--- config.mk ---
export PLATFORM = sky130hd
export DESIGN_NAME = fpx_trap_unit
export DESIGN_NICKNAME = d
export VERILOG_FILES = /design/src/rtl/fpx_trap_pkg.sv /design/src/rtl/fpx_status_regs.sv /design/src/rtl/fpx_trap_prio.sv /design/src/rtl/fpx_trap_out.sv /design/src/rtl/fpx_trap_unit.sv
export SDC_FILE = /design/constraint.sdc
export NUM_CORES = 1
export LEC_CHECK = 0
export BUFFER_PORTS_ARGS = -buffer_cell sky130_fd_sc_hd__buf_4
export CAP_MARGIN = 20
export CORE_AREA = 3 3 65 67
export DETAILED_ROUTE_END_ITERATION = 7
export DIE_AREA = 0 0 68 70
export GPL_ROUTABILITY_DRIVEN = 1
export PLACE_DENSITY = 0.79
export SYNTH_ARGS = -nofsm -noshare
export SYNTH_HDL_FRONTEND = slang
export SYNTH_SLANG_ARGS = --single-unit
--- constraint.sdc ---
create_clock -name clk -period 1.5 [get_ports clk]
set_input_delay 0.375 -clock clk [delete_from_list [all_inputs] [get_ports clk]]
set_output_delay 0.375 -clock clk [all_outputs]
set_load 0.01 [all_outputs]
--- src/rtl/fpx_trap_pkg.sv ---
package fpx_trap_pkg;
  localparam int EXC_W = 8;
  localparam int ACC_W = 5;
  localparam int ACC_LSB = 3;

  // per-operation byte positions (priority high to low)
  localparam int P_UNORD = 7;
  localparam int P_SNAN  = 6;
  localparam int P_OPERR = 5;
  localparam int P_OVFL  = 4;
  localparam int P_UNFL  = 3;
  localparam int P_DZ    = 2;
  localparam int P_INXR  = 1;
  localparam int P_INXD  = 0;

  typedef logic [EXC_W-1:0] exc_byte_t;
  typedef logic [ACC_W-1:0] acc_bits_t; // {invalid, ovfl, unfl, dz, inexact}

  function automatic acc_bits_t accrue_of(input exc_byte_t e);
    logic inval, ovf, unf, dz, inx;
    inval = e[P_UNORD] | e[P_SNAN] | e[P_OPERR];
    ovf   = e[P_OVFL];
    unf   = e[P_UNFL] & e[P_INXR];
    dz    = e[P_DZ];
    inx   = e[P_INXD] | e[P_INXR] | e[P_OVFL];
    return {inval, ovf, unf, dz, inx};
  endfunction

  // vector offset from the base for each status position
  function automatic logic [3:0] vec_offset(input int pos);
    case (pos)
      P_UNORD: return 4'd0;
      P_SNAN:  return 4'd6;
      P_OPERR: return 4'd4;
      P_OVFL:  return 4'd5;
      P_UNFL:  return 4'd3;
      P_DZ:    return 4'd2;
      default: return 4'd1;
    endcase
  endfunction
endpackage

--- src/rtl/fpx_status_regs.sv ---
module fpx_status_regs
  import fpx_trap_pkg::*;
(
  input  logic      clk,
  input  logic      rst_n,
  input  logic      op_start,
  input  logic      op_done,
  input  exc_byte_t evt_flags,
  input  logic      st_wr,
  input  exc_byte_t st_wr_exc,
  input  acc_bits_t st_wr_acc,
  output exc_byte_t exc_q,
  output acc_bits_t acc_q,
  output exc_byte_t exc_merged
);
  exc_byte_t exc_base;
  acc_bits_t acc_base;
  acc_bits_t acc_next;

  always_comb begin
    exc_base = st_wr ? st_wr_exc : exc_q;
    acc_base = st_wr ? st_wr_acc : acc_q;
    if (op_start) exc_base = '0;
    exc_merged = exc_base | (op_done ? evt_flags : '0);
    acc_next   = acc_base | (op_done ? accrue_of(exc_merged) : '0);
  end

  always_ff @(posedge clk) begin
    if (!rst_n) begin
      exc_q <= '0;
      acc_q <= '0;
    end else begin
      exc_q <= exc_merged;
      acc_q <= acc_next;
    end
  end
endmodule

--- src/rtl/fpx_trap_prio.sv ---
module fpx_trap_prio
  import fpx_trap_pkg::*;
#(
  parameter int VEC_W    = 8,
  parameter int VEC_BASE = 48
) (
  input  exc_byte_t        exc,
  input  exc_byte_t        enable,
  output logic             hit,
  output logic [VEC_W-1:0] vec
);
  exc_byte_t pend;
  exc_byte_t sel;

  assign pend = exc & enable;
  assign hit  = |pend;

  for (genvar i = 0; i < EXC_W; i++) begin : g_sel
    if (i == EXC_W - 1) begin : g_top
      assign sel[i] = pend[i];
    end else begin : g_low
      assign sel[i] = pend[i] & ~(|pend[EXC_W-1:i+1]);
    end
  end

  always_comb begin
    vec = '0;
    for (int i = 0; i < EXC_W; i++) begin
      if (sel[i]) vec = vec | (VEC_W'(VEC_BASE) + VEC_W'(vec_offset(i)));
    end
  end
endmodule

--- src/rtl/fpx_trap_out.sv ---
module fpx_trap_out #(
  parameter int VEC_W = 8
) (
  input  logic             clk,
  input  logic             rst_n,
  input  logic             op_done,
  input  logic             hit,
  input  logic [VEC_W-1:0] vec_in,
  output logic             trap_req,
  output logic             commit,
  output logic [VEC_W-1:0] trap_vec
);
  always_ff @(posedge clk) begin
    if (!rst_n) begin
      trap_req <= 1'b0;
      commit   <= 1'b0;
      trap_vec <= '0;
    end else begin
      trap_req <= op_done & hit;
      commit   <= op_done & ~hit;
      trap_vec <= (op_done & hit) ? vec_in : '0;
    end
  end
endmodule

--- src/rtl/fpx_trap_unit.sv ---
module fpx_trap_unit
  import fpx_trap_pkg::*;
#(
  parameter int VEC_W    = 8,
  parameter int VEC_BASE = 48
) (
  input  logic             clk,
  input  logic             rst_n,
  input  logic             op_start,
  input  logic             op_done,
  input  logic [7:0]       evt_flags,
  input  logic             en_wr,
  input  logic [7:0]       en_wr_data,
  input  logic             st_wr,
  input  logic [7:0]       st_wr_exc,
  input  logic [4:0]       st_wr_acc,
  output logic [7:0]       enable_q,
  output logic [31:0]      status_q,
  output logic             trap_req,
  output logic [VEC_W-1:0] trap_vec,
  output logic             commit
);
  localparam int HI_PAD = 32 - EXC_W - ACC_W - ACC_LSB;

  exc_byte_t        exc_q;
  acc_bits_t        acc_q;
  exc_byte_t        exc_merged;
  logic             trap_hit;
  logic [VEC_W-1:0] trap_vec_next;

  always_ff @(posedge clk) begin
    if (!rst_n) enable_q <= '0;
    else if (en_wr) enable_q <= en_wr_data;
  end

  fpx_status_regs u_regs (
    .clk(clk), .rst_n(rst_n), .op_start(op_start), .op_done(op_done),
    .evt_flags(evt_flags), .st_wr(st_wr), .st_wr_exc(st_wr_exc),
    .st_wr_acc(st_wr_acc), .exc_q(exc_q), .acc_q(acc_q),
    .exc_merged(exc_merged)
  );

  fpx_trap_prio #(.VEC_W(VEC_W), .VEC_BASE(VEC_BASE)) u_prio (
    .exc(exc_merged), .enable(enable_q), .hit(trap_hit), .vec(trap_vec_next)
  );

  fpx_trap_out #(.VEC_W(VEC_W)) u_out (
    .clk(clk), .rst_n(rst_n), .op_done(op_done), .hit(trap_hit),
    .vec_in(trap_vec_next), .trap_req(trap_req), .commit(commit),
    .trap_vec(trap_vec)
  );

  assign status_q = {{HI_PAD{1'b0}}, exc_q, acc_q, {ACC_LSB{1'b0}}};
endmodule

==> results of run 1 <==
-- power groups by stage --
stage | logic [mW] | registers (mW) | clock network (mW)
6_report | 0.387 | 0.796 | 0.409
2_1_floorplan | 0.220 | 0.830 | 0
4_1_cts | 0.390 | 0.796 | 0.421
5_1_grt | 0.430 | 0.802 | 0.441
3_3_place_gp | 0.385 | 0.813 | 0
3_5_place_dp | 0.390 | 0.812 | 0
-- worst max-delay path: stages --
cell and delay [ns]:
buf_4 0.17, buf_4 0.18, mux2i_1 0.25, o21ai_0 0.16, o31ai_1 0.24, a21boi_0 0.11
-- metal layers --
layer	wire, um	global-route usage
met3	279	0.0354
met2	1630	0.230
met1	1420	0.178
met5	0	0
met4	16	0.0530
-- path summary, 6_finish.rpt --
| kind | start | end | depth (start not counted) |
|---|---|---|---|
| setup / recovery | st_wr | u_regs.acc_q[0] | 6 |
| hold / removal | en_wr_data[7] | enable_q[7] | 3 |
| setup reg to reg | u_regs.exc_q[3] | u_out.trap_vec[0] | 4 |
| hold reg to reg | u_regs.acc_q[1] | u_regs.acc_q[1] | 2 |
-- flip-flops by register name, summed over array words and instances, names as in the netlist --
signal and flops:
u_regs.acc_q 5, enable_q 8, u_regs.exc_q 8, u_out.commit 1, u_out.trap_vec 4, u_out.trap_req 1
-- placed cells by master, fill, tap and decap left out, drive strengths merged --
master | synthesis | layout
nand3 | 5 | 5
nand2b | 6 | 6
buf | 27 | 72
a2111oi | 1 | 1
and4 | 1 | 1
a22oi | 1 | 1
a21boi | 5 | 5
o41ai | 1 | 1
nand2 | 13 | 13
a21oi | 2 | 2
clkbuf | 4 | 4
nor2 | 4 | 4
o2111a | 1 | 1
a211oi | 1 | 1
o21ai | 12 | 12
o21bai | 1 | 1
o211ai | 1 | 1
dfxtp | 27 | 27
a41oi | 2 | 2
mux2i | 21 | 21
o31ai | 2 | 2
conb | 1 | 22
a211o | 1 | 1
nor2b | 9 | 9
and2 | 7 | 7
inv | 1 | 1
-- stage by stage --
| step | setup slack [ns] | setup TNS (ns) | instances |
|---|---|---|---|
| floorplan | 0.0211 | 0 | 178 |
| global placement | -0.0997 | -0.514 | 267 |
| detailed placement | -0.122 | -0.628 | 267 |
| CTS | 0.175 | 0 | 271 |
| global route | 0.0157 | 0 | 271 |
| finish | 0.177 | 0 | 271 |
-- cell type report --
class | instances | share of cell area
clock buffer | 4 | 0.0233
inverter | 1 | 0.00194
timing repair buffer | 72 | 0.279
sequential | 27 | 0.279
multi-input combinational | 119 | 0.385
tap | 48 | 0.0310
-- kinds of logic after synthesis --
| family | Yosys count | share of synthesized area |
|---|---|---|
| AO/OA/AOI/OAI | 31 | 0.151 |
| buffers and inverters | 32 | 0.161 |
| multiplexers | 21 | 0.146 |
| other | 1 | 0.00261 |
| AND/OR/NAND/NOR | 45 | 0.163 |
| flip-flops | 27 | 0.376 |
==> summary.md, run 1 <==
| Metric | Value |
|---|---|
| Critical path launch point type | `input pin` |
| Die X | `68 um` |
| Max-cap viol count | `0` |
| Pin count of the biggest net entering global routing | `24` |
| # rows | `22` |
| Antenna violations before repair | `0` |
| Seq pwr share | `0.500` |
| Count leader, synth | `dfxtp_1` |
| Via/cell ratio | `4.60` |
| Max Freq | `756 MHz` |
| Clock Sinks | `27` |
| Arrival time worst endpoint | `~1.5 ns` |
| Area grow syn2layout | `34.5%` |
| Reg area | `541 um2` |
| DR WL/cell | `12.3 um` |
| Root Driver | `clkbuf_8` |
| # resized after CTS | `0` |
| Distinct cell type count after synthesis | `32` |
| Die height | `70 um` |
| TritonCTS clock tree | `done` |
| Port bufs | `62` |
| Via Count | `1246` |
| Fin area | `1940 um2` |
| Syn Inst Count | `about 160` |
| Worst skew pair latency | `between 0.2 and 0.3 ns` |
| Vias in the first global route | `1145` |
| DP HPWL | `between 2000 and 3000 um` |
| CP Capture Type | `register` |
| First-pass GRT wire length | `5250 um` |
| GRT Total Usage | `0.142` |
| Period minus WS final | `1.32 ns` |
| Peak supply drop | `372 uV` |
| Kind of critical path | `in2reg` |
| Area of the multi-input gates | `746 um2` |
| Slew Limit Fails | `0` |
| Status | `completed` |
| DRC viols | `0` |
| Power density over cell area | `823 nW/um2` |
| Worst Path Required | `1.66 ns` |
| Final hold violation count | `0` |
| Ys flop type | `dfxtp_1` |
| Share of cells above drive strength 1 | `0.345` |
| RSZ-0062 raised after global routing | `no` |
| Synth Register Bits | `27` |
| Clock Tree Buf Depth | `2` |
| Largest cells by area after synthesis | `dfxtp_1 (38%), mux2i_1 (15%), buf_4 (12%)` |
| Logic pwr share | `0.243` |
| DP Area | `~1900 um2` |
| # H-tree levels | `1` |
| Reg clk slew, reported paths | `0.09 ns` |
| Initial DRC Count | `34` |
| Initial Utilization | `0.390` |
| Die footprint | `4760 um2` |
| Net Sw Power | `around 0.43 mW` |
| Final setup viols | `0` |
| Cts bufs inserted | `3` |
| Tcrit/Tclk final | `0.882` |
| Diodes inserted | `0` |
| Post-synth EDFFs | `0` |
| Synth cell count leaders | `dfxtp_1 (27), buf_4 (23), mux2i_1 (21), nand2_1 (13), nor2b_1 (9)` |
| Number of hold buffers added after cts | `0` |
| Post-synthesis sequential area ratio | `0.376` |
| R2R Setup Slk | `0.21 ns` |
| Nets | `between 200 and 300` |
| Synth area leader | `dfxtp_1` |
| Cell Area, Synth | `1440 um2` |
| Post-Route Skew | `0.00327 ns` |
| Synth warn | `0` |
| Cell-internal power | `1.16 mW` |
| DRT antenna net count | `0` |
| Clk pwr share | `0.257` |
| Crit-path max FO | `8` |
| Routability-driven placement congestion ratio | `0.761` |
| Fill cells | `between 300 and 400` |
| Static leakage | `0.936 nW` |
| # Post-CTS Setup Buffers | `0` |
| Hold WC Path Type | `in2reg` |
| Synth async-reset ratio | `0` |
| Total power | `1.59 mW` |
| Post-synth top area share | `0.376` |
| Final core occ | `0.525` |
| Switch share | `0.272` |
| Core ar. | `3690 um2` |
| Fin Hold WS | `between 0.3 and 0.4 ns` |
| Average size of a mapped cell | `between 9 and 10 um2` |
| GR Overflow Total | `0` |
| First-pass iteration count of the detailed router | `4` |
| DRT Wirelength | `3340 um` |
| I/O pin total | `85` |
No activity file was read; power rests on OpenSTA's default activity.
==> run 2, diff against run 1 <==
--- a/config.mk
+++ b/config.mk
@@ -5,13 +5,14 @@
 export SDC_FILE = /design/constraint.sdc
 export NUM_CORES = 1
 export LEC_CHECK = 0
+export ABC_AREA = 1
 export BUFFER_PORTS_ARGS = -buffer_cell sky130_fd_sc_hd__buf_4
 export CAP_MARGIN = 20
-export CORE_AREA = 3 3 65 67
+export CORE_AREA = 3 3 66 68
 export DETAILED_ROUTE_END_ITERATION = 7
-export DIE_AREA = 0 0 68 70
+export DIE_AREA = 0 0 69 71
 export GPL_ROUTABILITY_DRIVEN = 1
-export PLACE_DENSITY = 0.79
+export PLACE_DENSITY = 0.78
 export SYNTH_ARGS = -nofsm -noshare
 export SYNTH_HDL_FRONTEND = slang
 export SYNTH_SLANG_ARGS = --single-unit
==> run 2 against run 1 <==
Effect of this change:
- non-clock buffer count is 2 higher
- critical path depth is 5 higher
- cell count is 21% higher
- highest routed layer unchanged
- combinational power is 18% higher
- synthesized cell count is 31% higher
- setup slack better by 0.011 ns
- clock power is 2% lower
- sequential power is 0.8% higher
==> summary.md, run 2 <==
| Metric | Value |
|---|---|
| Status | `completed (unchanged)` |
| Core ar. | `3910 um2 (was 3690 um2)` |
| Area grow syn2layout | `37.3% (was 34.5%)` |
| Critical path launch point type | `input pin (unchanged)` |
| Static leakage | `1.08 nW (was 0.936 nW)` |
| Most frequent CP cell | `nand2_1 (was buf_4)` |
| Synth area leader | `dfxtp_1 (unchanged)` |
| Crit-path max cell delay | `0.19 ns (was 0.25 ns)` |
| Crit-path max FO | `10 (was 8)` |
| Arrival time worst endpoint | `1.48 ns (about the same)` |
| Clock Tree Buf Depth | `2 (unchanged)` |
| Period minus WS final | `1.31 ns (was 1.32 ns)` |
| Fin Hold WS | `0.326 ns (was 0.358 ns)` |
| Total power | `1.66 mW (was 1.59 mW)` |
| Die height | `71 um (was 70 um)` |
| Synth warn | `0 (unchanged)` |
| Ys flop type | `dfxtp_1 (unchanged)` |
| DP HPWL | `2910 um (was 2720 um)` |
| Largest family of logic cells by synthesized area | `simple AND/OR/NAND/NOR gates (unchanged)` |
| RSZ-0062 raised after global routing | `no (unchanged)` |
| Synth cell count leaders | `nand2_1 (41), dfxtp_1 (27), buf_4 (24), nor2_1 (24), inv_1 (21) (was dfxtp_1 (27), buf_4 (23), mux2i_1 (21), nand2_1 (13), nor2b_1 (9))` |
| TritonCTS clock tree | `done (unchanged)` |
| Antenna violations before repair | `0 (unchanged)` |
| Clock Sinks | `27 (unchanged)` |
| Post-synthesis adder-cell area fraction | `0 (unchanged)` |
| Worst skew pair latency | `0.27 ns (about the same)` |
| CP Cell Sequence | `buf_4 > inv_2 > nand2_1 > nand3_1 > nand2_1 > nand2_1 > nand2_1 > nor2_4 > a21oi_4 > o21ai_1 > inv_2 (was buf_4 > buf_4 > mux2i_1 > o21ai_0 > o31ai_1 > a21boi_0)` |
| Post-synthesis simple-gate area fraction | `0.296 (was 0.163)` |
| Average size of a mapped cell | `7.09 um2 (was 9.16 um2)` |
| Final core occ | `0.510 (was 0.525)` |
| Routability-driven placement congestion ratio | `0.906 (was 0.761)` |
| First-pass iteration count of the detailed router | `4 (unchanged)` |
| Xor/xnor share of the synthesized area | `0 (unchanged)` |
| Diodes inserted | `0 (unchanged)` |
| Cts bufs inserted | `3 (unchanged)` |
| CP Capture Type | `register (unchanged)` |
| Reg clk slew, reported paths | `0.09 ns (about the same)` |
| Nets | `313 (was 259)` |
| First-pass GRT wire length | `5970 um (was 5250 um)` |
| GRT Total Usage | `0.147 (was 0.142)` |
| Slowest stage cell, crit path | `nor2_4 (was mux2i_1)` |
| Distinct cell type count after synthesis | `24 (was 32)` |
| Fin area | `1990 um2 (was 1940 um2)` |
| Post-synth top area share | `0.372 (was 0.376)` |
| Most frequent cells in the layout | `buf_4 (74), nand2_1 (41), dfxtp_1 (27) (was buf_4 (72), dfxtp_1 (27), conb_1 (22))` |
| Via/cell ratio | `4.35 (was 4.60)` |
| Top Registers | `enable_q x8, u_regs.exc_q x8, u_regs.acc_q x5 (unchanged)` |
| DRT Wirelength | `3520 um (was 3340 um)` |
| Worst Path Required | `1.67 ns (was 1.66 ns)` |
| Tcrit/Tclk final | `0.875 (was 0.882)` |
| DRT antenna net count | `0 (unchanged)` |
| Initial DRC Count | `51 (was 34)` |
| Most common cell after layout, fill and taps aside | `buf_4 (unchanged)` |
| Final hold violation count | `0 (unchanged)` |
| Max-cap viol count | `0 (unchanged)` |
| # Post-CTS Setup Buffers | `0 (unchanged)` |
| Post-synthesis sequential area ratio | `0.372 (was 0.376)` |
| Hold WC Path Type | `in2reg (unchanged)` |
| Count leader, synth | `nand2_1 (was dfxtp_1)` |
| I/O pin total | `85 (unchanged)` |
| # resized after CTS | `0 (unchanged)` |
| Die X | `69 um (was 68 um)` |
| Post-Route Skew | `0.00334 ns (was 0.00327 ns)` |
| Max Freq | `762 MHz (was 756 MHz)` |
| DRC viols | `0 (unchanged)` |
| Synth Register Bits | `27 (unchanged)` |
| Post-synth EDFFs | `0 (unchanged)` |
| Final setup viols | `0 (unchanged)` |
| DP Area | `1950 um2 (was 1890 um2)` |
| Via Count | `1421 (was 1246)` |
| Die footprint | `4900 um2 (was 4760 um2)` |
| Cell Area, Synth | `1450 um2 (was 1440 um2)` |
| Power density over cell area | `832 nW/um2 (was 823 nW/um2)` |
| Synth async-reset ratio | `0 (unchanged)` |
| Root Driver | `clkbuf_8 (unchanged)` |
| # H-tree levels | `1 (unchanged)` |
| Number of hold buffers added after cts | `0 (unchanged)` |
| Slew Limit Fails | `0 (unchanged)` |
| Peak supply drop | `341 uV (was 372 uV)` |
| Vias in the first global route | `1358 (was 1145)` |
| Share of cells above drive strength 1 | `0.365 (was 0.345)` |
| Largest cells by area after synthesis | `dfxtp_1 (37%), buf_4 (12%), nand2_1 (11%) (was dfxtp_1 (38%), mux2i_1 (15%), buf_4 (12%))` |
| Port bufs | `62 (unchanged)` |
| Initial Utilization | `0.371 (was 0.390)` |
| Post-synthesis mux area share | `0 (was 0.146)` |
| Pin count of the biggest net entering global routing | `15 (was 24)` |
| Syn Inst Count | `205 (was 157)` |
| Synth Area in Compound Gates | `0.119 (was 0.151)` |
| # rows | `23 (was 22)` |
| GR Overflow Total | `0 (unchanged)` |
| DR WL/cell | `10.8 um (was 12.3 um)` |
| Kind of critical path | `in2reg (unchanged)` |
## run 2: cell count changes after synthesis, moves of 4 or more
cell	before	now
nand2_1	13	41
nand2_2	0	9
inv_2	0	5
a21oi_1	2	12
nor2b_1	9	0
mux2i_1	21	0
inv_1	1	21
a21boi_0	5	0
nand2b_1	6	0
nand3_2	0	5
nor2_1	4	24
o21ai_0	7	12
and2_1	7	0
o22ai_1	0	4
## run 2: critical path: cells and delay by family
kind                   cells  cell delay [ns]
AO/OA/AOI/OAI              2             0.20
buffers and inverters      3             0.29
AND/OR/NAND/NOR            6             0.61
## run 2: cell type report
type                            instances  area, um2
Inverter                               28        105
Sequential cell                        27        541
Fill cell                             419       1920
Clock buffer                            4       45.0
Multi-Input combinational cell        144        686
Timing Repair Buffer                   74        556
Tap cell                               50       62.6
## run 2: final timing paths
check | startpoint | to | slack (ns) | cells after the start
max | st_wr | u_out.trap_vec[2] | 0.19 | 11
min | en_wr_data[0] | enable_q[0] | 0.33 | 3
max reg2reg | u_regs.exc_q[6] | u_out.trap_vec[2] | 0.22 | 10
min reg2reg | enable_q[1] | enable_q[1] | 0.49 | 2
## run 2: logic make-up (layout without fill, tap and decap cells)
logic type | Yosys count | count (layout)
compound gates | 31 | 31
buf+inv | 55 | 106
flops | 27 | 27
other cells | 1 | 22
simple gates | 91 | 91
## run 2: power breakdown
part,internal [mW],switching [mW],leakage [nW]
Sequential,0.769,0.0327,0.224
Clock,0.190,0.212,0.0228
Combinational,0.216,0.239,0.833
## run 2: metrics by stage
stage               setup WS (ns)  TNS, ns  cells
detailed placement        -0.0783   -0.195    323
finish                      0.188        0    327
floorplan                   0.157        0    226
CTS                         0.189        0    327
global placement          -0.0343  -0.0648    323
global route               0.0158        0    327
## run 2: per-layer routing
metal  track usage  share of wire  vias up
li1              -              -      740
met1         0.177           0.42      624
met2         0.255           0.48       53
met3        0.0455          0.092        4
met4        0.0390          0.010        0
met5             0              0        -
